==> src/rtl/tmr_voter_pkg.sv <==
package tmr_voter_pkg;

  typedef enum logic [2:0] {
    ST_RUN     = 3'd0,
    ST_SAVE    = 3'd1,
    ST_RESET   = 3'd2,
    ST_RESTORE = 3'd3,
    ST_HALT    = 3'd4
  } rec_state_e;

  localparam int unsigned NCOPY = 3;

  function automatic logic maj3(input logic [2:0] v);
    return (v[0] & v[1]) | (v[0] & v[2]) | (v[1] & v[2]);
  endfunction

endpackage

==> src/rtl/tmr_majority.sv <==
module tmr_majority #(
  parameter int unsigned W = 8
) (
  input  logic [3*W-1:0] copies,
  output logic [W-1:0]   voted,
  output logic [2:0]     differs
);
  logic [W-1:0] cp [3];

  for (genvar i = 0; i < 3; i++) begin : g_unpack
    assign cp[i] = copies[i*W +: W];
  end

  assign voted = (cp[0] & cp[1]) | (cp[0] & cp[2]) | (cp[1] & cp[2]);

  for (genvar i = 0; i < 3; i++) begin : g_cmp
    assign differs[i] = |(cp[i] ^ voted);
  end
endmodule

==> src/rtl/tmr_recovery_fsm.sv <==
module tmr_recovery_fsm
  import tmr_voter_pkg::*;
#(
  parameter int unsigned CNT_W = 8
) (
  input  logic             clk,
  input  logic             rst_n,
  input  logic [2:0]       mis_vec,
  input  logic             bus_valid,
  input  logic             save_done,
  input  logic             restore_done,
  input  logic [CNT_W-1:0] rst_len,
  output logic             err_flag,
  output logic [2:0]       err_core,
  output logic             save_req,
  output logic             core_rst_n,
  output logic             restore_req,
  output logic             busy,
  output logic             fatal
);
  rec_state_e       state_q, state_d;
  logic [2:0]       mask_q, mask_d;
  logic [CNT_W-1:0] cnt_q, cnt_d;
  logic             cnt_en;
  logic [CNT_W-1:0] last_cnt;
  logic             watching;
  logic             new_core_err;

  assign last_cnt     = (rst_len == '0) ? '0 : rst_len - 1'b1;
  assign watching     = (state_q == ST_RUN) || (state_q == ST_SAVE);
  assign err_flag     = watching && bus_valid && (|mis_vec);
  assign new_core_err = err_flag && (|(mis_vec & ~mask_q));

  always_comb begin
    state_d = state_q;
    mask_d  = mask_q;
    cnt_d   = cnt_q;
    cnt_en  = 1'b0;
    unique case (state_q)
      ST_RUN: begin
        if (err_flag) begin
          state_d = ST_SAVE;
          mask_d  = mis_vec;
        end
      end
      ST_SAVE: begin
        if (new_core_err) begin
          state_d = ST_HALT;
        end else if (save_done) begin
          state_d = ST_RESET;
          cnt_d   = '0;
          cnt_en  = 1'b1;
        end
      end
      ST_RESET: begin
        if (cnt_q >= last_cnt) begin
          state_d = ST_RESTORE;
        end else begin
          cnt_d  = cnt_q + 1'b1;
          cnt_en = 1'b1;
        end
      end
      ST_RESTORE: begin
        if (restore_done) begin
          state_d = ST_RUN;
          mask_d  = '0;
        end
      end
      default: state_d = ST_HALT;
    endcase
  end

  always_ff @(posedge clk or negedge rst_n) begin
    if (!rst_n) begin
      state_q <= ST_RUN;
      mask_q  <= '0;
      cnt_q   <= '0;
    end else begin
      state_q <= state_d;
      mask_q  <= mask_d;
      if (cnt_en) cnt_q <= cnt_d;
    end
  end

  assign err_core    = mask_q;
  assign save_req    = (state_q == ST_SAVE);
  assign core_rst_n  = (state_q != ST_RESET);
  assign restore_req = (state_q == ST_RESTORE);
  assign busy        = (state_q != ST_RUN);
  assign fatal       = (state_q == ST_HALT);

  p_enter_save_r4: assert property (@(posedge clk) disable iff (!rst_n)
    (!busy && err_flag) |=> (save_req && busy));

  p_save_to_reset_r5: assert property (@(posedge clk) disable iff (!rst_n)
    (save_req && save_done && !(err_flag && |(mis_vec & ~err_core))) |=> (!core_rst_n && !save_req));

  p_reload_after_reset_r7: assert property (@(posedge clk) disable iff (!rst_n)
    (!$past(core_rst_n) && core_rst_n) |-> restore_req);

  p_halt_sticky_r8: assert property (@(posedge clk) disable iff (!rst_n)
    fatal |=> (fatal && busy && core_rst_n && !save_req));

  p_mask_kept_r3: assert property (@(posedge clk) disable iff (!rst_n)
    (busy && !restore_req) |=> (err_core == $past(err_core)));
endmodule

==> src/rtl/tmr_bus_voter.sv <==
module tmr_bus_voter
  import tmr_voter_pkg::*;
#(
  parameter int unsigned AW    = 16,
  parameter int unsigned DW    = 16,
  parameter int unsigned CNT_W = 8
) (
  input  logic              clk,
  input  logic              rst_n,
  input  logic [2:0]        cores_req,
  input  logic [2:0]        cores_we,
  input  logic [3*AW-1:0]   cores_addr,
  input  logic [3*DW-1:0]   cores_wdata,
  input  logic [2:0]        cores_save_done,
  input  logic [2:0]        cores_restore_done,
  input  logic [CNT_W-1:0]  rst_len,
  output logic              mem_req,
  output logic              mem_we,
  output logic [AW-1:0]     mem_addr,
  output logic [DW-1:0]     mem_wdata,
  output logic              err_flag,
  output logic [2:0]        err_core,
  output logic              save_req,
  output logic              core_rst_n,
  output logic              restore_req,
  output logic              busy,
  output logic              fatal
);
  localparam int unsigned BW = 2 + AW + DW;

  logic [3*BW-1:0] bus_copies;
  logic [BW-1:0]   bus_voted;
  logic [2:0]      mis_vec;
  logic            req_voted;

  for (genvar i = 0; i < NCOPY; i++) begin : g_pack
    assign bus_copies[i*BW +: BW] = {cores_req[i], cores_we[i],
                                     cores_addr[i*AW +: AW], cores_wdata[i*DW +: DW]};
  end

  tmr_majority #(.W(BW)) u_vote (
    .copies  (bus_copies),
    .voted   (bus_voted),
    .differs (mis_vec)
  );

  assign req_voted = bus_voted[BW-1];
  assign mem_we    = bus_voted[BW-2];
  assign mem_addr  = bus_voted[DW +: AW];
  assign mem_wdata = bus_voted[DW-1:0];
  assign mem_req   = req_voted && core_rst_n && !fatal;

  tmr_recovery_fsm #(.CNT_W(CNT_W)) u_fsm (
    .clk          (clk),
    .rst_n        (rst_n),
    .mis_vec      (mis_vec),
    .bus_valid    (req_voted),
    .save_done    (maj3(cores_save_done)),
    .restore_done (maj3(cores_restore_done)),
    .rst_len      (rst_len),
    .err_flag     (err_flag),
    .err_core     (err_core),
    .save_req     (save_req),
    .core_rst_n   (core_rst_n),
    .restore_req  (restore_req),
    .busy         (busy),
    .fatal        (fatal)
  );

  p_addr_majority_r1: assert property (@(posedge clk) disable iff (!rst_n)
    (cores_addr[0 +: AW] == cores_addr[AW +: AW]) |-> (mem_addr == cores_addr[0 +: AW]));

  p_data_majority_r1: assert property (@(posedge clk) disable iff (!rst_n)
    (cores_wdata[DW +: DW] == cores_wdata[2*DW +: DW]) |-> (mem_wdata == cores_wdata[DW +: DW]));

  p_quiet_in_reset_r6: assert property (@(posedge clk) disable iff (!rst_n)
    !core_rst_n |-> !mem_req);

  p_agree_no_flag_r2: assert property (@(posedge clk) disable iff (!rst_n)
    ((bus_copies[0 +: BW] == bus_copies[BW +: BW]) && (bus_copies[BW +: BW] == bus_copies[2*BW +: BW])) |-> !err_flag);
endmodule

==> config.mk <==
export PLATFORM = sky130hd
export DESIGN_NAME = tmr_bus_voter
export DESIGN_NICKNAME = d
export VERILOG_FILES = /design/src/rtl/tmr_voter_pkg.sv /design/src/rtl/tmr_majority.sv /design/src/rtl/tmr_recovery_fsm.sv /design/src/rtl/tmr_bus_voter.sv
export SDC_FILE = /design/constraint.sdc
export NUM_CORES = 1
export LEC_CHECK = 0
export BUFFER_PORTS_ARGS = -buffer_cell sky130_fd_sc_hd__buf_2
export CORE_MARGIN = 4
export CORE_UTILIZATION = 38
export DETAILED_ROUTE_END_ITERATION = 10
export GPL_TIMING_DRIVEN = 0
export PLACE_DENSITY = 0.68
export SLEW_MARGIN = 20
export SYNTH_ARGS = -nofsm -noshare
export SYNTH_HDL_FRONTEND = slang
export SYNTH_SLANG_ARGS = --single-unit
==> constraint.sdc <==
create_clock -name clk -period 4.4 [get_ports clk]
set_clock_uncertainty 0.15 [all_clocks]
set_input_delay 0.88 -clock clk [delete_from_list [all_inputs] [get_ports clk]]
set_output_delay 0.88 -clock clk [all_outputs]
set_load 0.05 [all_outputs]
* After elaboration in Yosys (flattened, before gate mapping)
Index checks and enable logic that the tools add are counted.
Storage, ports and cells: output and inout port bits 43, word-level logic and storage cells 75, bits of input ports 118, flip-flop bits (word level) 14
Cells by class: bitwise gates (word level) 20, add/sub/neg operators 2, order comparisons 1, equality and inequality tests 12, mux-type cells 17, reduce and logical (&&, ||, !) cells 20
Operators with widths (count):
- AND 34 bit | 3
- OR reduction 102 bit | 1
- OR reduction 34 bit | 3
- XOR 34 bit | 3
- OR 34 bit | 2
- two-way mux 8 bit | 4
- two-way mux 3 bit | 6
- case mux 8 bit (2 select lines) | 1
- case mux 3 bit (4 select lines) | 1
- adder 8 x 1 -> 8 bit, second input constant | 1
- >= comparator 8 bit | 1
- logical NOT 8 bit | 1
- inequality test 2 x 1 -> 1 bit, second input constant | 4
- subtractor 8 x 1 -> 8 bit, second input constant | 1
- AND 1 bit | 6
- equality test 3 x 2 -> 1 bit, second input constant | 2
- case mux 3 bit (2 select lines) | 1
- logical AND 1 bit | 5
- AND reduction 5 bit | 1
- inequality test 2 bit, second input constant | 2
- OR 1 bit | 4
- AND reduction 4 bit | 1
- nonzero test 2 bit | 2
- AND 3 bit | 1
- 13 further kinds | 15

* Logic depth before layout (Yosys ltp)
Gate-level depths: netlist (run 1).
depth after elaboration 11, depth in mapped cells 15, depth with buffers taken out 15

* Modules after synthesis
A second synthesis (run 1) with hierarchy kept.
Unflattened totals: cell total of the unflattened synthesis 477, area total of the unflattened synthesis 3362.0 µm²
By module, submodules not included:
- tmr_majority | area each 2205.9 µm², times used 1, cells an instance 343, seq. area each 0.0 µm²
- tmr_recovery_fsm | area each 1124.8 µm², times used 1, cells an instance 131, seq. area each 350.3 µm²
- tmr_bus_voter | area each 31.3 µm², times used 1, cells an instance 3, seq. area each 0.0 µm²

* Least setup slack after synthesis (run 1)
Ideal clock, no wire load.
path kind input-to-reg, from input port rst_len[0], to register u_fsm.cnt_q[7], stages on the path 15, buffers on the path 0, slack 0.346 ns, required time 4.151 ns, arrival 3.804 ns, setup time 0.099 ns, cells stage by stage inv_1 > ha_1 > nor2b_1 > nand3b_1 > or3_1 > and2_1 > ha_1 > nand2b_1 > a21o_1 > a21o_1 > a211oi_1 > o21bai_1 > a21oi_1 > a41oi_1 > a311oi_1
Between the ends: longest elaborated chain between the ends 6, elaborated cells between the ends (all ways) 8, classes of those cells 1 x add/sub; 1 x order compare; 1 x eq/ne; 3 x mux; 2 x reduce/logical
Ends and longest elaborated chain:
- start, declared | line tmr_bus_voter.sv:16 | input logic [CNT_W-1:0] rst_len,
- subtractor 8 x 1 -> 8 bit / logical NOT 8 bit (equally long branches) | line tmr_recovery_fsm.sv:29 | assign last_cnt = (rst_len == '0) ? '0 : rst_len - 1'b1;
- two-way mux 8 bit (*) | line tmr_recovery_fsm.sv:29
- >= comparator 8 bit (*) | line tmr_recovery_fsm.sv:56 | if (cnt_q >= last_cnt) begin
- two-way mux 1 bit | line tmr_recovery_fsm.sv:56
- case mux 1 bit (2 select lines) | line tmr_recovery_fsm.sv:39 | unique case (state_q)
- AND reduction 5 bit (no source line) (*)
- end signal, assigned | line tmr_recovery_fsm.sv:81 | if (cnt_en) cnt_q <= cnt_d;
- end, declared | line tmr_recovery_fsm.sv:23 | logic [CNT_W-1:0] cnt_q, cnt_d;
Every way passes the cells marked *; elsewhere a longest branch is shown, timed or not. A chain may end at the register's enable or synchronous reset.

* Worst setup path in the final report (run 1)
from input port cores_addr[46], to output port err_flag
Between the ends: longest elaborated chain between the ends 6, elaborated cells between the ends (all ways) 9, classes of those cells 7 x bitwise; 2 x reduce/logical
Ends and longest elaborated chain:
- start, declared | line tmr_bus_voter.sv:12 | input logic [3*AW-1:0] cores_addr,
- AND 34 bit | line tmr_majority.sv:14 | assign voted = (cp[0] & cp[1]) | (cp[0] & cp[2]) | (cp[1] & cp[2]);
- OR 34 bit (2 in series) | line tmr_majority.sv:14
- XOR 34 bit | line tmr_majority.sv:17 | assign differs[i] = |(cp[i] ^ voted);
- OR reduction 102 bit (*) | line tmr_recovery_fsm.sv:31 | assign err_flag = watching && bus_valid && (|mis_vec);
- logical AND 1 bit (*) | line tmr_recovery_fsm.sv:31
- end, declared | line tmr_bus_voter.sv:21 | output logic err_flag,
Marks and branches as above.

==> results of run 1 <==
-- synth_stat cells, types with 2 or more instances --
cell type | number | share of area
a2111oi_0 | 11 | 0.029
a211o_1 | 2 | 0.0052
a211oi_1 | 7 | 0.016
a21o_1 | 6 | 0.013
a21oi_1 | 42 | 0.062
a221oi_1 | 2 | 0.0052
a31oi_1 | 2 | 0.0037
a41oi_1 | 3 | 0.0078
and2_1 | 4 | 0.0074
and3_1 | 6 | 0.011
and3b_1 | 43 | 0.11
and4_1 | 2 | 0.0052
clkbuf_1 | 2 | 0.0022
dfrtp_1 | 14 | 0.10
ha_1 | 10 | 0.037
inv_1 | 16 | 0.018
mux2_4 | 3 | 0.013
mux2i_1 | 2 | 0.0059
nand2_1 | 24 | 0.027
nand2b_1 | 6 | 0.011
nand3_1 | 5 | 0.0074
nand3b_1 | 11 | 0.024
nand4_1 | 12 | 0.022
nor2_1 | 77 | 0.086
nor2b_1 | 15 | 0.028
nor3_1 | 8 | 0.012
nor3b_1 | 47 | 0.10
nor4_1 | 17 | 0.032
o21a_1 | 25 | 0.056
o21ai_0 | 12 | 0.018
o22ai_1 | 14 | 0.026
or3b_1 | 2 | 0.0052
or3b_2 | 7 | 0.018
xnor2_1 | 4 | 0.010
xor2_1 | 4 | 0.010
-- critical path: stages --
cell	delay, ns
buf_2	0.13
and3b_1	0.17
a2111oi_0	0.55
nand4_1	0.20
nor4_1	0.33
and4_1	0.31
a31oi_1	0.20
and2_1	0.24
buf_2	0.21
-- where the power goes --
| part | internal (uW) | total [uW] | switching (uW) | leakage [uW] |
|---|---|---|---|---|
| Combinational | 285 | 824 | 539 | 0.00188 |
| Clock | 79.3 | 127 | 47.4 | 0.0000288 |
| Sequential | 167 | 221 | 53.4 | 0.000173 |
-- metal layers --
layer | vias up | part of all wire | GRT usage
met1 | 1997 | 0.41 | 0.2671
li1 | 2205 | - | -
met2 | 150 | 0.50 | 0.3768
met4 | 0 | 0.016 | 0.03835
met3 | 16 | 0.074 | 0.02457
met5 | - | 0 | 0
-- timing repair --
action | in CTS | in global routing
gates resized for setup | 3 | 4
hold buffers | 0 | 0
endpoints found under the setup margin | 2 | 4
-- stage by stage --
stage	instance area [sq um]	TNS, ns	setup WS, ns	total power [uW]	util
3_5_place_dp	4308	-1.059	-0.2434	1039	0.4964
6_report	4388	0	0.1437	1171	0.5056
3_3_place_gp	4308	-0.8860	-0.1878	1022	0.4964
5_1_grt	4388	0	0.006112	1254	0.5056
4_1_cts	4369	0	0.03274	1172	0.5035
2_1_floorplan	3372	0	0.3463	779.5	-
-- cell families after synthesis --
family | count (synthesis) | share of synthesized area
compound gates | 138 | 0.2761
fa+ha+maj | 11 | 0.04007
mux | 5 | 0.01929
flops | 14 | 0.1039
simple gates | 289 | 0.5199
buf+inv | 18 | 0.02004
xor+xnor | 8 | 0.02078
-- worst max-delay path by stage --
stage | from | end | slack, ns | depth (start not counted)
finish | cores_addr[46] | err_flag | 0.14 | 9
global route | cores_addr[46] | err_flag | 0.006 | 9
CTS | cores_addr[20] | err_flag | 0.03 | 9
detailed placement | rst_len[0] | u_fsm.cnt_q[7] | -0.24 | 16
global placement | rst_len[0] | u_fsm.cnt_q[7] | -0.19 | 16
floorplan | rst_len[0] | u_fsm.cnt_q[7] | 0.35 | 15
-- registers in the layout, summed over array words and instances (netlist names) --
register / flops
u_fsm.cnt_q: 8
u_fsm.state_q: 3
u_fsm.err_core: 3
-- final cells by class --
cell class                 instances  area (sq um)
tap                              108         135.1
clock buffer                       4         55.05
fill                             902          4290
inverter                          16         60.06
timing repair buffer             160         800.8
multi-input combinational        451          2979
sequential                        14         350.3
buffer                             2         7.507
==> impl_metrics.env, run 1 <==
export IMPL_core_area_sq_um=8678
export IMPL_grt_pass1_vias=3758
export IMPL_postRouteAntennaNets=0
export IMPL_r2r_worst_path_cells=10
export IMPL_final_min_clock_period_ns=4.256
export IMPL_synth_seq_area_share=0.1039
export IMPL_rrSetupSlack_ns=1.81
export IMPL_cp_max_fo=6
export IMPL_clk_path_buf_depth=2
export IMPL_cts_sinks=14
export IMPL_path_class="in2out"
export IMPL_reg2reg_to="u_fsm.cnt_q[7]"
export IMPL_worst_ep_required_time_ns=3.37
export IMPL_grt_usage=0.2082
export IMPL_die_w_um=102.2
export IMPL_area_delta_synth_final_pct=30.13
export IMPL_maxSlewHeadroom=0.5087
export IMPL_vias=4368
export IMPL_cts_setup_buffers=0
export IMPL_ios=161
export IMPL_syn_mean_instance_area_sq_um=6.981
export IMPL_hpwl_um=9743
export IMPL_leakage_uw=0.002086
export IMPL_dp_cells=751
export IMPL_fp_row_count=34
export IMPL_die_area_sq_um=10440
export IMPL_clk_pin_slew_worst_paths_ns=0.06
export IMPL_fmax_ghz=0.2349
export IMPL_cts_buffers=3
export IMPL_first_pass_iters=4
export IMPL_grt_max_degree=15
export IMPL_final_common_cell="buf_2"
export IMPL_hp_class="in2async"
export IMPL_instances_no_fill=755
export IMPL_worst_pin_slew_ns=0.7184
export IMPL_tritoncts="yes"
export IMPL_initial_core_util=0.3886
export IMPL_synth_edff_count=0
export IMPL_drv_slew=0
export IMPL_overflow=0
export IMPL_drt_iter0_markers=171
export IMPL_synth_nets=611
export IMPL_yosys_register_bits=14
export IMPL_async_reset_ff_frac=1.000
export IMPL_grt_antenna_before_repair=0
export IMPL_setup_viol=0
export IMPL_rsz0062_at_grt="no"
export IMPL_synth_warnings=0
export IMPL_endpoint_kind="primary output"
export IMPL_synth_cell_types=51
export IMPL_crit_arrival_ns=3.23
export IMPL_vdd_drop_max_uv=261.1
export IMPL_io_buffer_count=160
export IMPL_status="finished clean"
export IMPL_antenna_cells=0
export IMPL_netlist_area_sq_um=3372
export IMPL_via_per_inst=5.785
export IMPL_hold_viol=0
export IMPL_r2r_start="u_fsm.cnt_q[0]"
export IMPL_die_h_um=102.2
export IMPL_max_cap_violations=0
export IMPL_finish_net_count=776
export IMPL_crit_path_start_kind="input pin"
export IMPL_wl_per_cell_um=15.26
export IMPL_fin_crit_sh=0.9673
export IMPL_ys_flop_type="dfrtp_1"
export IMPL_synth_cells=483
export IMPL_ctsHtreeMaxLevel=1
export IMPL_finalWirelength_um=11520
export IMPL_holdWs_ns=0.3642
export IMPL_grt_pass1_wl_um=17670
export IMPL_drive_gt1_frac=0.2782
export IMPL_insertion_delay_ns=0.25
export IMPL_pwr_density_cell_nw_per_um2=266.8
export IMPL_clockRootBuffer="clkbuf_8"
export IMPL_final_cell_mix="buf_2 (160), nor2_1 (77), nor3b_1 (47)"
export IMPL_gp_congestion=0.9192
export IMPL_drc=0
No activity file was read; power rests on OpenSTA's default activity.
==> run 2, diff against run 1 <==
--- a/config.mk
+++ b/config.mk
@@ -6,11 +6,13 @@
 export NUM_CORES = 1
 export LEC_CHECK = 0
 export BUFFER_PORTS_ARGS = -buffer_cell sky130_fd_sc_hd__buf_2
+export CELL_PAD_IN_SITES_DETAIL_PLACEMENT = 0
+export CELL_PAD_IN_SITES_GLOBAL_PLACEMENT = 1
 export CORE_MARGIN = 4
-export CORE_UTILIZATION = 38
+export CORE_UTILIZATION = 35
 export DETAILED_ROUTE_END_ITERATION = 10
 export GPL_TIMING_DRIVEN = 0
-export PLACE_DENSITY = 0.68
+export PLACE_DENSITY_LB_ADDON = 0.1
 export SLEW_MARGIN = 20
 export SYNTH_ARGS = -nofsm -noshare
 export SYNTH_HDL_FRONTEND = slang
==> impl_metrics.env, run 2 (synthesized netlist as in run 1, its figures left out) <==
export IMPL_die_area_sq_um=11270
export IMPL_rrSetupSlack_ns=1.75
export IMPL_final_min_clock_period_ns=4.238
export IMPL_hp_class="in2async"
export IMPL_rsz0062_at_grt="no"
export IMPL_die_h_um=106.2
export IMPL_drt_iter0_markers=173
export IMPL_postRouteAntennaNets=0
export IMPL_clk_path_buf_depth=2
export IMPL_combPwrFrac=0.703
export IMPL_cts_sinks=14
export IMPL_insertion_delay_ns=0.25
export IMPL_use_met1=0.2750
export IMPL_die_w_um=106.2
export IMPL_endpoint_kind="primary output"
export IMPL_r2r_start="u_fsm.cnt_q[0]"
export IMPL_crit_arrival_ns=3.21
export IMPL_drv_slew=0
export IMPL_tritoncts="yes"
export IMPL_final_common_cell="buf_2"
export IMPL_clockRootBuffer="clkbuf_8"
export IMPL_fin_crit_sh=0.9632
export IMPL_largest_reg_flops=8
export IMPL_grt_pass1_vias=3677
export IMPL_p_sw_uw=642.9
export IMPL_initial_core_util=0.3615
export IMPL_wl_per_cell_um=15.02
export IMPL_drc=0
export IMPL_holdWs_ns=0.3812
export IMPL_hold_buffers=0
export IMPL_finish_net_count=776
export IMPL_seqPwrFrac=0.189
export IMPL_maxSlewHeadroom=0.5328
export IMPL_top_register="u_fsm.cnt_q"
export IMPL_final_cell_mix="buf_2 (160), nor2_1 (77), nor3b_1 (47)"
export IMPL_antenna_cells=0
export IMPL_busiest_layer="met2"
export IMPL_power_uw=1175
export IMPL_setup_viol=0
export IMPL_gp_congestion=0.8245
export IMPL_clk_pin_slew_worst_paths_ns=0.06
export IMPL_ctsHtreeMaxLevel=1
export IMPL_design_area_sq_um=4420
export IMPL_crit_path_start_kind="input pin"
export IMPL_worst_ep_required_time_ns=3.37
export IMPL_drive_gt1_frac=0.2798
export IMPL_max_cap_violations=0
export IMPL_cp_max_fo=6
export IMPL_path_class="in2out"
export IMPL_startpoint="cores_addr[19]"
export IMPL_ios=161
export IMPL_r2r_worst_path_cells=10
export IMPL_leakage_uw=0.002088
export IMPL_core_area_sq_um=9328
export IMPL_first_pass_iters=4
export IMPL_via_per_inst=5.406
export IMPL_vdd_drop_max_uv=126.2
export IMPL_clkPwrFrac=0.109
export IMPL_worst_pin_slew_ns=0.6832
export IMPL_intPower_uw=532.3
export IMPL_grt_max_degree=15
export IMPL_reg2reg_to="u_fsm.state_q[0]"
export IMPL_status="finished clean"
export IMPL_hpwl_um=9897
export IMPL_post_dp_cell_area_sq_um=4334
export IMPL_fp_row_count=35
export IMPL_use_met2=0.3090
export IMPL_vias=4195
export IMPL_pwr_density_cell_nw_per_um2=265.8
export IMPL_area_delta_synth_final_pct=31.09
export IMPL_grt_antenna_before_repair=0
export IMPL_io_buffer_count=160
export IMPL_grt_pass1_wl_um=17830
export IMPL_final_util=0.4739
export IMPL_use_met3=0.03522
export IMPL_hold_viol=0
export IMPL_cts_buffers=3
export IMPL_grt_usage=0.1921
export IMPL_power_switching_share=0.5470
export IMPL_finalWirelength_um=11660
export IMPL_overflow=0
export IMPL_fmax_ghz=0.2360
==> run 2: cell types whose count changed in the layout (fill, tap and decap cells not counted) <==
| cell | delta |
|---|---|
| nor4_1 | -1 |
| nor4_2 | +1 |
==> run 2: cell type report <==
class                      count  area [sq um]
buffer                         2         7.507
sequential                    14         350.3
multi-input combinational    451          2985
clock buffer                   4         55.05
inverter                      16         60.06
fill                        1028          4907
tap                          129         161.4
timing repair buffer         160         800.8
==> run 2: power by group through the flow <==
stage	Sequential [uW]	Combinational, uW	Clock, uW
global placement	221	805	0
finish	222	826	128
global route	230	902	135
floorplan	250	530	0
detailed placement	223	817	0
CTS	222	826	132
==> run 2: worst max-delay path by stage <==
| stage | cells after the start | to | slack (ns) |
|---|---|---|---|
| after floorplan | 15 | u_fsm.cnt_q[7] | 0.35 |
| after global placement | 16 | u_fsm.cnt_q[7] | -0.24 |
| after detailed placement | 16 | u_fsm.cnt_q[7] | -0.32 |
| after CTS | 9 | err_flag | 0.04 |
| after global routing | 9 | err_flag | 0.007 |
| final | 9 | err_flag | 0.16 |
==> run 2: what timing repair did <==
item | in CTS | in global routing
gates resized for setup | 2 | 6
endpoints found under the setup margin | 6 | 6
buffers inserted | 0 | 0
pin swaps | 0 | 0
==> run 2: metrics by stage <==
step | worst slack (ns) | std cells | TNS (ns)
2_1_floorplan | 0.3463 | 483 | 0
3_3_place_gp | -0.2359 | 772 | -1.083
3_5_place_dp | -0.3159 | 772 | -1.578
4_1_cts | 0.03831 | 776 | 0
5_1_grt | 0.006745 | 776 | 0
6_report | 0.1621 | 776 | 0
==> run 2: worst max-delay path, cell delays in order <==
cell and delay, ns:
buf_2 0.13, and3b_1 0.18, a2111oi_1 0.60, nand4_1 0.15, nor4_1 0.27, and4_1 0.33, a31oi_1 0.22, and2_1 0.24
buf_2 0.21
==> run 2: routing by layer <==
layer	vias up	routed length (um)
met5	-	0
met4	0	116
met3	8	815
met2	107	5143
met1	1875	5580
li1	2205	-
